===== src/rtl/spi_mf_pkg.sv =====
package spi_mf_pkg;
  localparam int ADDR_W = 2;

  typedef enum logic [ADDR_W-1:0] {
    A_CTRL  = 2'd0,
    A_DATA  = 2'd1,
    A_FLAGS = 2'd2
  } reg_sel_e;

  // control register layout, bit 0 first from the right
  typedef struct packed {
    logic ss_drive;   // bit 3: SS pin configured as output
    logic irq_en;     // bit 2
    logic ss_ignore;  // bit 1: SS pin not used by the SPI
    logic host_en;    // bit 0: master enable
  } ctrl_t;

  localparam int CTRL_W = $bits(ctrl_t);
endpackage


===== src/rtl/spi_mf_ssmon.sv =====
module spi_mf_ssmon #(
  parameter int SYNC_STAGES = 2
) (
  input  logic clk,
  input  logic rst_n,
  input  logic ss_i,
  input  logic host_en,
  input  logic ss_ignore,
  input  logic ss_drive,
  output logic fault
);
  logic ss_level;

  generate
    if (SYNC_STAGES > 1) begin : g_chain
      logic [SYNC_STAGES-1:0] sync_q;
      always_ff @(posedge clk or negedge rst_n) begin
        if (!rst_n) sync_q <= '1;
        else        sync_q <= {sync_q[SYNC_STAGES-2:0], ss_i};
      end
      assign ss_level = sync_q[SYNC_STAGES-1];
    end else begin : g_single
      logic sync_q;
      always_ff @(posedge clk or negedge rst_n) begin
        if (!rst_n) sync_q <= 1'b1;
        else        sync_q <= ss_i;
      end
      assign ss_level = sync_q;
    end
  endgenerate

  // another master claims the bus only when SS is an input taking part in SPI
  assign fault = host_en && !ss_ignore && !ss_drive && !ss_level;
endmodule


===== src/rtl/spi_mf_shifter.sv =====
module spi_mf_shifter #(
  parameter int DW       = 8,
  parameter int HALF_DIV = 2
) (
  input  logic          clk,
  input  logic          rst_n,
  input  logic          start,
  input  logic [DW-1:0] tx_byte,
  input  logic          abort,
  input  logic          miso_i,
  output logic          busy,
  output logic          sck,
  output logic          mosi,
  output logic          done,
  output logic [DW-1:0] rx_byte
);
  localparam int CNT_W = (HALF_DIV > 1) ? $clog2(HALF_DIV) : 1;
  localparam int BIT_W = (DW > 1) ? $clog2(DW) : 1;
  localparam logic [CNT_W-1:0] CNT_LAST = CNT_W'(HALF_DIV - 1);
  localparam logic [BIT_W-1:0] BIT_LAST = BIT_W'(DW - 1);

  logic [CNT_W-1:0] div_q;
  logic [BIT_W-1:0] bit_q;
  logic [DW-1:0]    tx_sh;
  logic [DW-1:0]    rx_sh;

  always_ff @(posedge clk or negedge rst_n) begin
    if (!rst_n) begin
      busy    <= 1'b0;
      sck     <= 1'b0;
      div_q   <= '0;
      bit_q   <= '0;
      tx_sh   <= '0;
      rx_sh   <= '0;
      done    <= 1'b0;
      rx_byte <= '0;
    end else begin
      done <= 1'b0;
      if (abort) begin
        busy  <= 1'b0;
        sck   <= 1'b0;
        div_q <= '0;
        bit_q <= '0;
      end else if (start && !busy) begin
        busy  <= 1'b1;
        sck   <= 1'b0;
        div_q <= '0;
        bit_q <= '0;
        tx_sh <= tx_byte;
      end else if (busy) begin
        if (div_q == CNT_LAST) begin
          div_q <= '0;
          if (!sck) begin
            sck   <= 1'b1;
            rx_sh <= {rx_sh[DW-2:0], miso_i};
          end else begin
            sck <= 1'b0;
            if (bit_q == BIT_LAST) begin
              busy    <= 1'b0;
              done    <= 1'b1;
              rx_byte <= rx_sh;
              bit_q   <= '0;
            end else begin
              bit_q <= bit_q + 1'b1;
              tx_sh <= {tx_sh[DW-2:0], 1'b0};
            end
          end
        end else begin
          div_q <= div_q + 1'b1;
        end
      end
    end
  end

  assign mosi = busy && tx_sh[DW-1];
endmodule


===== src/rtl/spi_mf_regs.sv =====
module spi_mf_regs
  import spi_mf_pkg::*;
#(
  parameter int DW = 8
) (
  input  logic              clk,
  input  logic              rst_n,
  input  logic              reg_wr,
  input  logic              reg_rd,
  input  logic [ADDR_W-1:0] reg_addr,
  input  logic [DW-1:0]     reg_wdata,
  output logic [DW-1:0]     reg_rdata,
  input  logic              busy,
  input  logic              done,
  input  logic [DW-1:0]     rx_byte,
  input  logic              fault,
  output ctrl_t             ctrl,
  output logic              start,
  output logic              abort,
  output logic [DW-1:0]     tx_hold,
  output logic              done_flag,
  output logic              wcol_flag,
  output logic              irq
);
  logic          wr_ctrl, wr_data, rd_data;
  logic [DW-1:0] rx_buf;

  assign wr_ctrl = reg_wr && (reg_addr == A_CTRL);
  assign wr_data = reg_wr && (reg_addr == A_DATA);
  assign rd_data = reg_rd && (reg_addr == A_DATA);

  assign start = wr_data && ctrl.host_en && !busy && !fault;
  assign abort = fault || !ctrl.host_en || (wr_ctrl && !reg_wdata[0]);
  assign irq   = ctrl.irq_en && done_flag;

  always_ff @(posedge clk or negedge rst_n) begin
    if (!rst_n) begin
      ctrl      <= '0;
      done_flag <= 1'b0;
      wcol_flag <= 1'b0;
      rx_buf    <= '0;
      tx_hold   <= '0;
    end else begin
      if (wr_ctrl) ctrl <= ctrl_t'(reg_wdata[CTRL_W-1:0]);
      if (fault)   ctrl.host_en <= 1'b0;

      if (done || fault)  done_flag <= 1'b1;
      else if (rd_data)   done_flag <= 1'b0;

      if (wr_data && ctrl.host_en && busy) wcol_flag <= 1'b1;
      else if (rd_data)                    wcol_flag <= 1'b0;

      if (done)    rx_buf  <= rx_byte;
      if (wr_data) tx_hold <= reg_wdata;
    end
  end

  always_comb begin
    case (reg_addr)
      A_CTRL:  reg_rdata = DW'(ctrl);
      A_DATA:  reg_rdata = rx_buf;
      A_FLAGS: reg_rdata = DW'({wcol_flag, done_flag});
      default: reg_rdata = '0;
    endcase
  end
endmodule


===== src/rtl/spi_host_mf.sv =====
module spi_host_mf
  import spi_mf_pkg::*;
#(
  parameter int DW          = 8,
  parameter int HALF_DIV    = 2,
  parameter int SYNC_STAGES = 2
) (
  input  logic              clk,
  input  logic              rst_n,
  input  logic              reg_wr,
  input  logic              reg_rd,
  input  logic [ADDR_W-1:0] reg_addr,
  input  logic [DW-1:0]     reg_wdata,
  output logic [DW-1:0]     reg_rdata,
  output logic              sck_o,
  output logic              sck_oe,
  output logic              mosi_o,
  output logic              mosi_oe,
  input  logic              miso_i,
  output logic              miso_o,
  output logic              miso_oe,
  input  logic              ss_i,
  output logic              ss_oe,
  output logic              irq_o
);
  ctrl_t         ctrl;
  logic          start, abort, busy, done, fault;
  logic          done_flag, wcol_flag;
  logic [DW-1:0] rx_byte, tx_hold;
  logic          host_en_w;

  assign host_en_w = ctrl.host_en;

  spi_mf_regs #(.DW(DW)) u_regs (
    .clk(clk), .rst_n(rst_n),
    .reg_wr(reg_wr), .reg_rd(reg_rd), .reg_addr(reg_addr),
    .reg_wdata(reg_wdata), .reg_rdata(reg_rdata),
    .busy(busy), .done(done), .rx_byte(rx_byte), .fault(fault),
    .ctrl(ctrl), .start(start), .abort(abort), .tx_hold(tx_hold),
    .done_flag(done_flag), .wcol_flag(wcol_flag), .irq(irq_o)
  );

  spi_mf_shifter #(.DW(DW), .HALF_DIV(HALF_DIV)) u_shift (
    .clk(clk), .rst_n(rst_n),
    .start(start), .tx_byte(reg_wdata), .abort(abort), .miso_i(miso_i),
    .busy(busy), .sck(sck_o), .mosi(mosi_o), .done(done), .rx_byte(rx_byte)
  );

  spi_mf_ssmon #(.SYNC_STAGES(SYNC_STAGES)) u_ssmon (
    .clk(clk), .rst_n(rst_n), .ss_i(ss_i),
    .host_en(ctrl.host_en), .ss_ignore(ctrl.ss_ignore), .ss_drive(ctrl.ss_drive),
    .fault(fault)
  );

  // pin directions follow the current role
  assign sck_oe  = host_en_w;
  assign mosi_oe = host_en_w;
  assign miso_oe = !host_en_w;
  assign miso_o  = tx_hold[DW-1];
  assign ss_oe   = ctrl.ss_drive;
endmodule


===== config.mk =====
export PLATFORM = sky130hd
export DESIGN_NAME = spi_host_mf
export DESIGN_NICKNAME = d
export VERILOG_FILES = /design/src/rtl/spi_mf_pkg.sv /design/src/rtl/spi_mf_ssmon.sv /design/src/rtl/spi_mf_shifter.sv /design/src/rtl/spi_mf_regs.sv /design/src/rtl/spi_host_mf.sv
export SDC_FILE = /design/constraint.sdc
export NUM_CORES = 1
export LEC_CHECK = 0
export CELL_PAD_IN_SITES_DETAIL_PLACEMENT = 1
export CELL_PAD_IN_SITES_GLOBAL_PLACEMENT = 1
export CORE_MARGIN = 4
export CORE_UTILIZATION = 39
export CTS_CLUSTER_SIZE = 14
export DETAILED_ROUTE_END_ITERATION = 10
export GPL_ROUTABILITY_DRIVEN = 0
export PLACE_DENSITY = 0.82
export SLEW_MARGIN = 20
export SYNTH_ARGS = -nofsm -noshare
export SYNTH_HDL_FRONTEND = slang
export SYNTH_SLANG_ARGS = --single-unit

===== constraint.sdc =====
create_clock -name clk -period 1.9 [get_ports clk]
set_clock_uncertainty 0.2 [all_clocks]
set_input_delay 0.19 -clock clk [delete_from_list [all_inputs] [get_ports clk]]
set_output_delay 0.19 -clock clk [all_outputs]
set_load 0.01 [all_outputs]

; After elaboration in Yosys (flattened, before gate mapping)
; Cells that the tools add are included.
[word_totals]
rom_bits = 0
output_inout_bits = 16
latch_bits = 0
input_bits = 16
mem_count = 0
reg_bits = 55
wordCells = 103
ram_bits = 0
[op_classes]
n_bitwise = 3
add_sub_neg = 2
shift = 0
n_mul = 0
n_mux = 38
magnitude_cmp = 0
eq_ne = 4
n_reduce_logical = 39
n_div = 0
[ops]
columns = operator, n
row1 = 8-bit 2-to-1 mux, 5
row2 = 1-bit 2-to-1 mux, 26
row3 = 8-bit case mux with 3 select lines, 1
row4 = 3-bit 2-to-1 mux, 6
row5 = 1-bit logical AND, 14
row6 = 2-bit nonzero test, 6
row7 = 5-bit AND reduction, 2
row8 = 3-bit nonzero test, 3
row9 = 1-bit zero test, 7
row10 = 6-bit AND reduction, 1
row11 = "3-bit by 1-bit adder with 3-bit output, second input constant", 1
row12 = "3-bit equality test, second input constant", 1
row13 = 1-bit logical OR, 3
row14 = 1-bit inverter, 3
row15 = 3-bit AND reduction, 1
row16 = "2-bit by 1-bit equality test with 1-bit output, second input constant", 1
row17 = "2-bit equality test, second input constant", 1
row18 = 2-bit zero test, 1
row19 = "2-bit by 1-bit inequality test with 1-bit output, second input constant", 1
row20 = 2-bit AND reduction, 1
row21 = "1-bit adder, second input constant", 1

; Longest topological paths before layout
; Gate-level depths: netlist of run 1.
[logic_depth]
word_depth = 9
depth_mapped = 5
mapped_depth_nobuf = 5

; Hierarchy
; Synthesis of run 1 repeated with hierarchy kept, for this count alone.
[hier_totals]
cells_unflattened = 183
hier_area_um2 = 2521.2
[by_module_without_submodules]
columns = mod, instances, cells_per_inst, area_each_um2
row1 = spi_mf_shifter, 1, 107, 1398.8
row2 = spi_mf_regs, 1, 71, 1043.5
row3 = spi_mf_ssmon, 1, 3, 67.6
row4 = spi_host_mf, 1, 2, 11.3

; Least setup slack after synthesis of run 1
; Ideal clock, no wire load.
[synth_path]
path_type = register -> register
start = register u_shift.bit_q[0]
end = register u_shift.tx_sh[0]
path_slack_ns = -0.131
stages_incl_launch_ff = 6
synth_period_minus_slack_ns = 2.031
n_path_buf = 0
arrival_time_ns = 1.675
setup_ns = 0.156
required_ns = 1.544
path_cell_list = dfrtp_1 > ha_1 > ha_1 > nand4b_1 > a211oi_2 > o22ai_1
[synth_between]
elab_chain_len = 3
[synth_lines]
columns = item, line_no
row1 = from (decl), spi_mf_shifter.sv:23  ; logic [BIT_W-1:0] bit_q;
row2 = from (signal assigned), spi_mf_shifter.sv:64  ; bit_q <= bit_q + 1'b1;
row3 = 3-bit equality test, spi_mf_shifter.sv:58  ; if (bit_q == BIT_LAST) begin
row4 = 2-bit by 1-bit inequality test with 1-bit output (no line), --
row5 = 5-bit AND reduction (no line), --
row6 = to (signal assigned), spi_mf_shifter.sv:49  ; tx_sh <= tx_byte;
row7 = to (signal assigned), spi_mf_shifter.sv:65  ; tx_sh <= {tx_sh[DW-2:0], 1'b0};
row8 = to (decl), spi_mf_shifter.sv:24  ; logic [DW-1:0] tx_sh;
; Every way passes these cells.
; A chain may end at the register's enable or synchronous reset.

; Worst setup path after layout of run 1
[layout_path]
start = register u_shift.bit_q[0]
end = register u_shift.tx_sh[7]
; Same word-level chain as after synthesis.

==> metrics.md, run 1 <==
| Metric | Value |
|---|---|
| Outcome | `complete, but fails checks` |
| Failing checks | `setup timing` |
| 1st-pass router iterations | `4` |
| Die W | `81.4 µm` |
| Final core utilization | `0.560` |
| R2R Setup Slk | `-0.08 ns` |
| Distinct cells, synth | `37` |
| CTS tree | `done` |
| VDD IR-drop max | `0.455 mV` |
| Seq cells post-synth | `48` |
| Ranking of synthesized cells by area | `dfrtp_1 (55%), mux2_2 (15%), mux2i_1 (3.3%), a2bb2oi_1 (2.9%), dfstp_2 (2.5%)` |
| IO Pins | `32` |
| Cell area after synthesis | `2100 µm²` |
| # port buffers | `31` |
| Fin worst setup slack | `-0.0798 ns` |
| Final period demand of the worst path | `1.98 ns` |
| Synth top area share | `0.548` |
| Tightest Hold Check Type | `primary input to flip-flop` |
| Slew @ Worst Pin | `0.529 ns` |
| Share of layout cells above drive strength 1 | `0.404` |
| Lkg Pwr | `0.00135 µW` |
| Critical path arrival | `1.98 ns` |
| Die ar. | `6620 µm²` |
| Gate Count Post-Synth | `155` |
| Total global routing track utilization | `0.177` |
| Mapped Nets | `173` |
| Fin. Hold Viols | `0` |
| Top fanout value on the critical path | `7` |
| Starting Density | `0.406` |
| Worst Reg-to-Reg Cells | `6` |
| Initial antenna violation count | `0` |
| Row cnt | `26` |
| Yosys warnings | `0` |
| Asr flop ratio synth | `1.00` |
| Global-route wire length before repair | `8.71 mm` |
| Clk Latency, worst-skew pair | `0.31 ns` |
| Met2 WL | `3.03 mm` |
| CP required | `1.90 ns` |
| Vias in the first global route | `1701` |
| Synthesis-to-layout area growth | `38.1%` |
| Final wirelength | `5.53 mm` |
| Largest net degree at the start of global routing | `28` |
| H-tree depth | `2` |
| Setup crit end kind | `flip-flop` |
| Die H | `81.4 µm` |
| Vias | `1508` |
| Fin crit share | `1.04` |
| Grt ovf | `0` |
| Iter 0 DRT Violations | `41` |
| Min-delay src | `ss_i` |
| Total clock sinks | `48` |
| Max cap viols | `0` |
| F_max | `505 MHz` |
| CTS root buf | `clkbuf_8` |
| HPWL Detailed | `3.67 mm` |
| Clock Pin Slew Worst Setup and Hold Paths | `0.10 ns` |
| Antenna cells | `0` |
| R2R Path End | `u_shift.tx_sh[7]$_DFFE_PN0P_` |
| Hold path depth | `1` |
| Main synth FF type | `dfrtp_1` |
| Sequential area share after synthesis | `0.573` |
| Final Max Slew Viols | `0` |
| Top sig layer | `met4` |
| Crit start category | `flip-flop` |
| NumNets Final | `235` |
| Mean area per synthesized cell | `13.5 µm²` |
| Worst slack, placed | `-0.279 ns` |
| Post-DRT Antenna Nets | `0` |
| CTS Buffer Depth | `2` |
| Max-slew headroom | `0.647` |
| Reg2reg start | `u_shift.bit_q[0]$_DFFE_PN0P_` |
| WL met3 | `161 µm` |
| Via/cell ratio | `5.24` |
| DRC viols | `0` |
| Number of synthesized flops with an enable pin | `0` |
| Commonest cells after routing, fill and taps aside | `dfrtp_1 (45), mux2_2 (27), buf_4 (24), clkdlybuf4s50_1 (19), dlygate4sd2_1 (10)` |
| Total CTS buffers | `5` |
| DRT met1 WL | `2.20 mm` |
| Pwr Density | `864 nW/µm²` |
| Routed WL per cell | `19.2 µm` |
| Area of the core | `5170 µm²` |
| Setup violators final | `8` |
| Commonest non-fill, non-tap cell in the layout | `dfrtp_1` |
| Setup CP Type | `flip-flop to flip-flop` |
| Min-Delay Endpoint | `u_ssmon.g_chain.sync_q[0]$_DFF_PN1_` |
| Area leader, netlist | `dfrtp_1` |
| Hold Slack | `0.0766 ns` |
| Unrepaired setup endpoints after global routing | `yes` |
metal layers:
metal  global-route usage  vias up
met5                    0        -
met4               0.0709        0
met3               0.0366       10
met2                0.312       29
met1                0.209      778
li1                     -      691
state kept, by name (all words and copies together), names as in the netlist, 2 cells and up:
register / cells
u_shift.bit_q: 3
u_ssmon.g_chain.sync_q: 2
u_shift.rx_sh: 8
u_shift.rx_byte: 8
u_regs.ctrl: 4
u_shift.tx_sh: 8
u_regs.rx_buf: 8
cell families (layout without fill, tap and decap cells):
family | count (synthesis) | after routing | share of synthesized area
compound gates | 24 | 24 | 0.0876
simple gates | 34 | 34 | 0.113
buf+inv | 10 | 73 | 0.0220
mux | 35 | 35 | 0.184
flops | 48 | 48 | 0.573
xor+xnor | 2 | 2 | 0.00834
fa+ha+maj | 2 | 2 | 0.0119
Yosys cell counts, drive strengths merged (3+ instances only):
master   count
mux2        28
clkbuf       4
nor2         4
nand2        6
mux2i        7
a2bb2oi      7
o22ai        8
o21ai        3
dfrtp       46
nor3         6
and2         6
buf          4
critical path, stage by stage (launching register included):
cell and delay [ns]:
dfrtp_1 0.39, ha_2 0.20, ha_4 0.16, nand4b_1 0.28, buf_4 0.25, o22ai_1 0.27
a2bb2oi_2 0.11
stage by stage:
step           total power (µW)  setup TNS [ns]  instance area (µm²)  cells
6_report                   2500          -0.268                 2900    288
5_1_grt                    2630           -1.32                 2900    288
4_1_cts                    2470          -0.541                 2850    284
3_5_place_dp               1770           -8.49                 2670    272
3_3_place_gp               1730           -7.18                 2670    272
2_1_floorplan              1480          -0.215                 2110    155
final cells by class:
cell class              instances  area, µm²
flip-flops and latches         48       1200
clock inverters                 3       26.3
repair buffers                 63        582
inverters                       2       7.51
well taps                      70       87.6
multi-input cells              97        922
clock buffers                   5       68.8
fillers                       527       2270
worst max-delay path by stage:
stage | from | to
after global routing | u_shift.bit_q[1]$_DFFE_PN0P_ | u_shift.tx_sh[7]$_DFFE_PN0P_
after detailed placement | reg_addr[0] | u_shift.tx_sh[5]$_DFFE_PN0P_
after global placement | reg_addr[0] | reg_rdata[0]
final | u_shift.bit_q[0]$_DFFE_PN0P_ | u_shift.tx_sh[7]$_DFFE_PN0P_
after CTS | u_shift.bit_q[1]$_DFFE_PN0P_ | u_shift.tx_sh[7]$_DFFE_PN0P_
after floorplan | u_shift.bit_q[1]$_DFFE_PN0P_ | u_shift.tx_sh[0]$_DFFE_PN0P_
timing repair:
action | in CTS | in global routing
hold buffers | 1 | 0
setup endpoints to repair | 25 | 28
cloned | 0 | 0
pin swaps | 4 | 5
buffers inserted | 3 | 4
resized for setup | 22 | 6
endpoints found under the hold margin | 19 | 0
power by group:
part	leakage, µW	internal, µW	switching, µW
combinational	0.000669	339	252
sequential	0.000629	1150	114
clock	0.0000491	271	380
total	0.00135	1760	746
(Power assumes the default switching activity.)
==> run 2, diff against run 1 <==
MAX_ROUTING_LAYER = met4   (was default)
==> metrics.md, run 2 (synthesis gave the netlist of run 1 again) <==
| Metric | Value |
|---|---|
| Outcome | `complete, but fails checks` |
| Failing checks | `setup timing` |
| F_max | `504 MHz` |
| Die W | `81.4 µm` |
| Final core utilization | `0.566` |
| Starting Density | `0.406` |
| Total global routing track utilization | `0.182` |
| Post-route setup TNS | `-0.267 ns` |
| Unrepaired setup endpoints after global routing | `yes` |
| Comb power frac | `0.237` |
| Final period demand of the worst path | `1.98 ns` |
| DRC viols | `0` |
| Area of the core | `5170 µm²` |
| Share of power burned in registers | `0.503` |
| Switch share | `0.298` |
| Slew @ Worst Pin | `0.528 ns` |
| Share of layout cells above drive strength 1 | `0.404` |
| Fin worst setup slack | `-0.0823 ns` |
| Tightest Hold Check Type | `primary input to flip-flop` |
| Global-route wire length before repair | `8.73 mm` |
| Final Max Slew Viols | `0` |
| FILL cells | `519` |
| Lkg Pwr | `0.00135 µW` |
| Commonest cells after routing, fill and taps aside | `dfrtp_1 (45), buf_4 (24), mux2_2 (19), clkdlybuf4s50_1 (19), dlygate4sd2_1 (10)` |
| Net switching power | `746 µW` |
| Via/cell ratio | `5.32` |
| Routing usage on met1 | `0.211` |
| Clk Latency, worst-skew pair | `0.31 ns` |
| Fin. Hold Viols | `0` |
| Setup CP Type | `flip-flop to flip-flop` |
| Die H | `81.4 µm` |
| Grt ovf | `0` |
| HPWL Detailed | `3.67 mm` |
| Total CTS buffers | `5` |
| Setup violators final | `8` |
| Max-slew headroom | `0.648` |
| Total clock sinks | `48` |
| Clock Pin Slew Worst Setup and Hold Paths | `0.10 ns` |
| Hold Slack | `0.0773 ns` |
| Max cap viols | `0` |
| VDD IR-drop max | `0.458 mV` |
| Post-DRT Antenna Nets | `0` |
| Final wirelength | `5.61 mm` |
| Crit start category | `flip-flop` |
| Initial antenna violation count | `0` |
| Internal power | `1760 µW` |
| IO Pins | `32` |
| Commonest non-fill, non-tap cell in the layout | `dfrtp_1` |
| Setup crit end kind | `flip-flop` |
| CTS tree | `done` |
| CTS Buffer Depth | `2` |
| Multi-input gate area | `952 µm²` |
| Placed instance area | `2670 µm²` |
| Antenna cells | `0` |
| Clock power frac | `0.260` |
| Largest net degree at the start of global routing | `28` |
| CP required | `1.90 ns` |
| H-tree depth | `2` |
| Worst slack, placed | `-0.279 ns` |
| Fin crit share | `1.04` |
| Row cnt | `26` |
| M2 GR Usage | `0.310` |
| 1st-pass router iterations | `4` |
| Synthesis-to-layout area growth | `39.5%` |
| Busiest grt layer | `met2` |
| Iter 0 DRT Violations | `79` |
| Met3 GRT Util | `0.0366` |
| Final Cell Area | `2930 µm²` |
| CTS root buf | `clkbuf_8` |
| Pwr Density | `856 nW/µm²` |
| # port buffers | `31` |
| Vias in the first global route | `1700` |
| Reg area | `1200 µm²` |
| NumNets Final | `235` |
| Top fanout value on the critical path | `7` |
| Routed WL per cell | `19.5 µm` |
| Die ar. | `6620 µm²` |
| Critical path arrival | `1.98 ns` |
| Vias | `1532` |
==> run 2: cell counts in the layout (fill, tap and decap cells not counted) <==
Identical to the previous run, type by type.
==> run 2: power groups by stage <==
stage / logic, µW / registers (µW) / clock network (µW)
detailed placement: 514 / 1250 / 0
CTS: 564 / 1240 / 658
finish: 594 / 1260 / 652
global route: 638 / 1270 / 714
global placement: 492 / 1240 / 0
floorplan: 243 / 1240 / 0
==> run 2: path summary, 6_finish.rpt <==
kind	startpoint	cells past startpoint	slack (ns)	endpoint
max	u_shift.bit_q[0]$_DFFE_PN0P_	6	-0.08	u_shift.tx_sh[7]$_DFFE_PN0P_
min	ss_i	1	0.08	u_ssmon.g_chain.sync_q[0]$_DFF_PN1_
max reg2reg	u_shift.bit_q[0]$_DFFE_PN0P_	6	-0.08	u_shift.tx_sh[7]$_DFFE_PN0P_
min reg2reg	u_ssmon.g_chain.sync_q[0]$_DFF_PN1_	0	0.16	u_ssmon.g_chain.sync_q[1]$_DFF_PN1_
max in group asynchronous	rst_n	3	0.80	u_regs.rx_buf[7]$_DFFE_PN0P_
min in group asynchronous	rst_n	2	0.18	u_shift.tx_sh[0]$_DFFE_PN0P_
==> run 2: worst max-delay path, cell delays in order (launching register included) <==
cell and delay, ns:
dfrtp_1 0.39, ha_2 0.20, ha_4 0.16, nand4b_1 0.28
buf_4 0.25, o22ai_1 0.27, a2bb2oi_2 0.11
==> run 2: routing by layer <==
layer / vias to the layer above / share of wire
met4: 0 / 0.032
met2: 31 / 0.54
met3: 16 / 0.031
li1: 695 / -
met1: 790 / 0.40
met5: - / 0
==> run 2: cell type report <==
cell class	instances	share of cell area
clock inverters	3	0.00897
well taps	70	0.0299
inverters	2	0.00256
clock buffers	5	0.0235
repair buffers	63	0.199
multi-input cells	97	0.325
flip-flops and latches	48	0.411
==> run 2: what timing repair did <==
item / in CTS / in global routing
setup endpoints to repair: 25 / 28
pin swaps: 4 / 6
buffers inserted: 3 / 4
resized for setup: 22 / 14
endpoints found under the hold margin: 19 / 0
hold buffers: 1 / 0
==> run 2: stage by stage <==
step                      power, µW  std cells
after global placement         1730        272
after floorplan                1480        155
after global routing           2620        288
after CTS                      2470        284
final                          2510        288
after detailed placement       1770        272
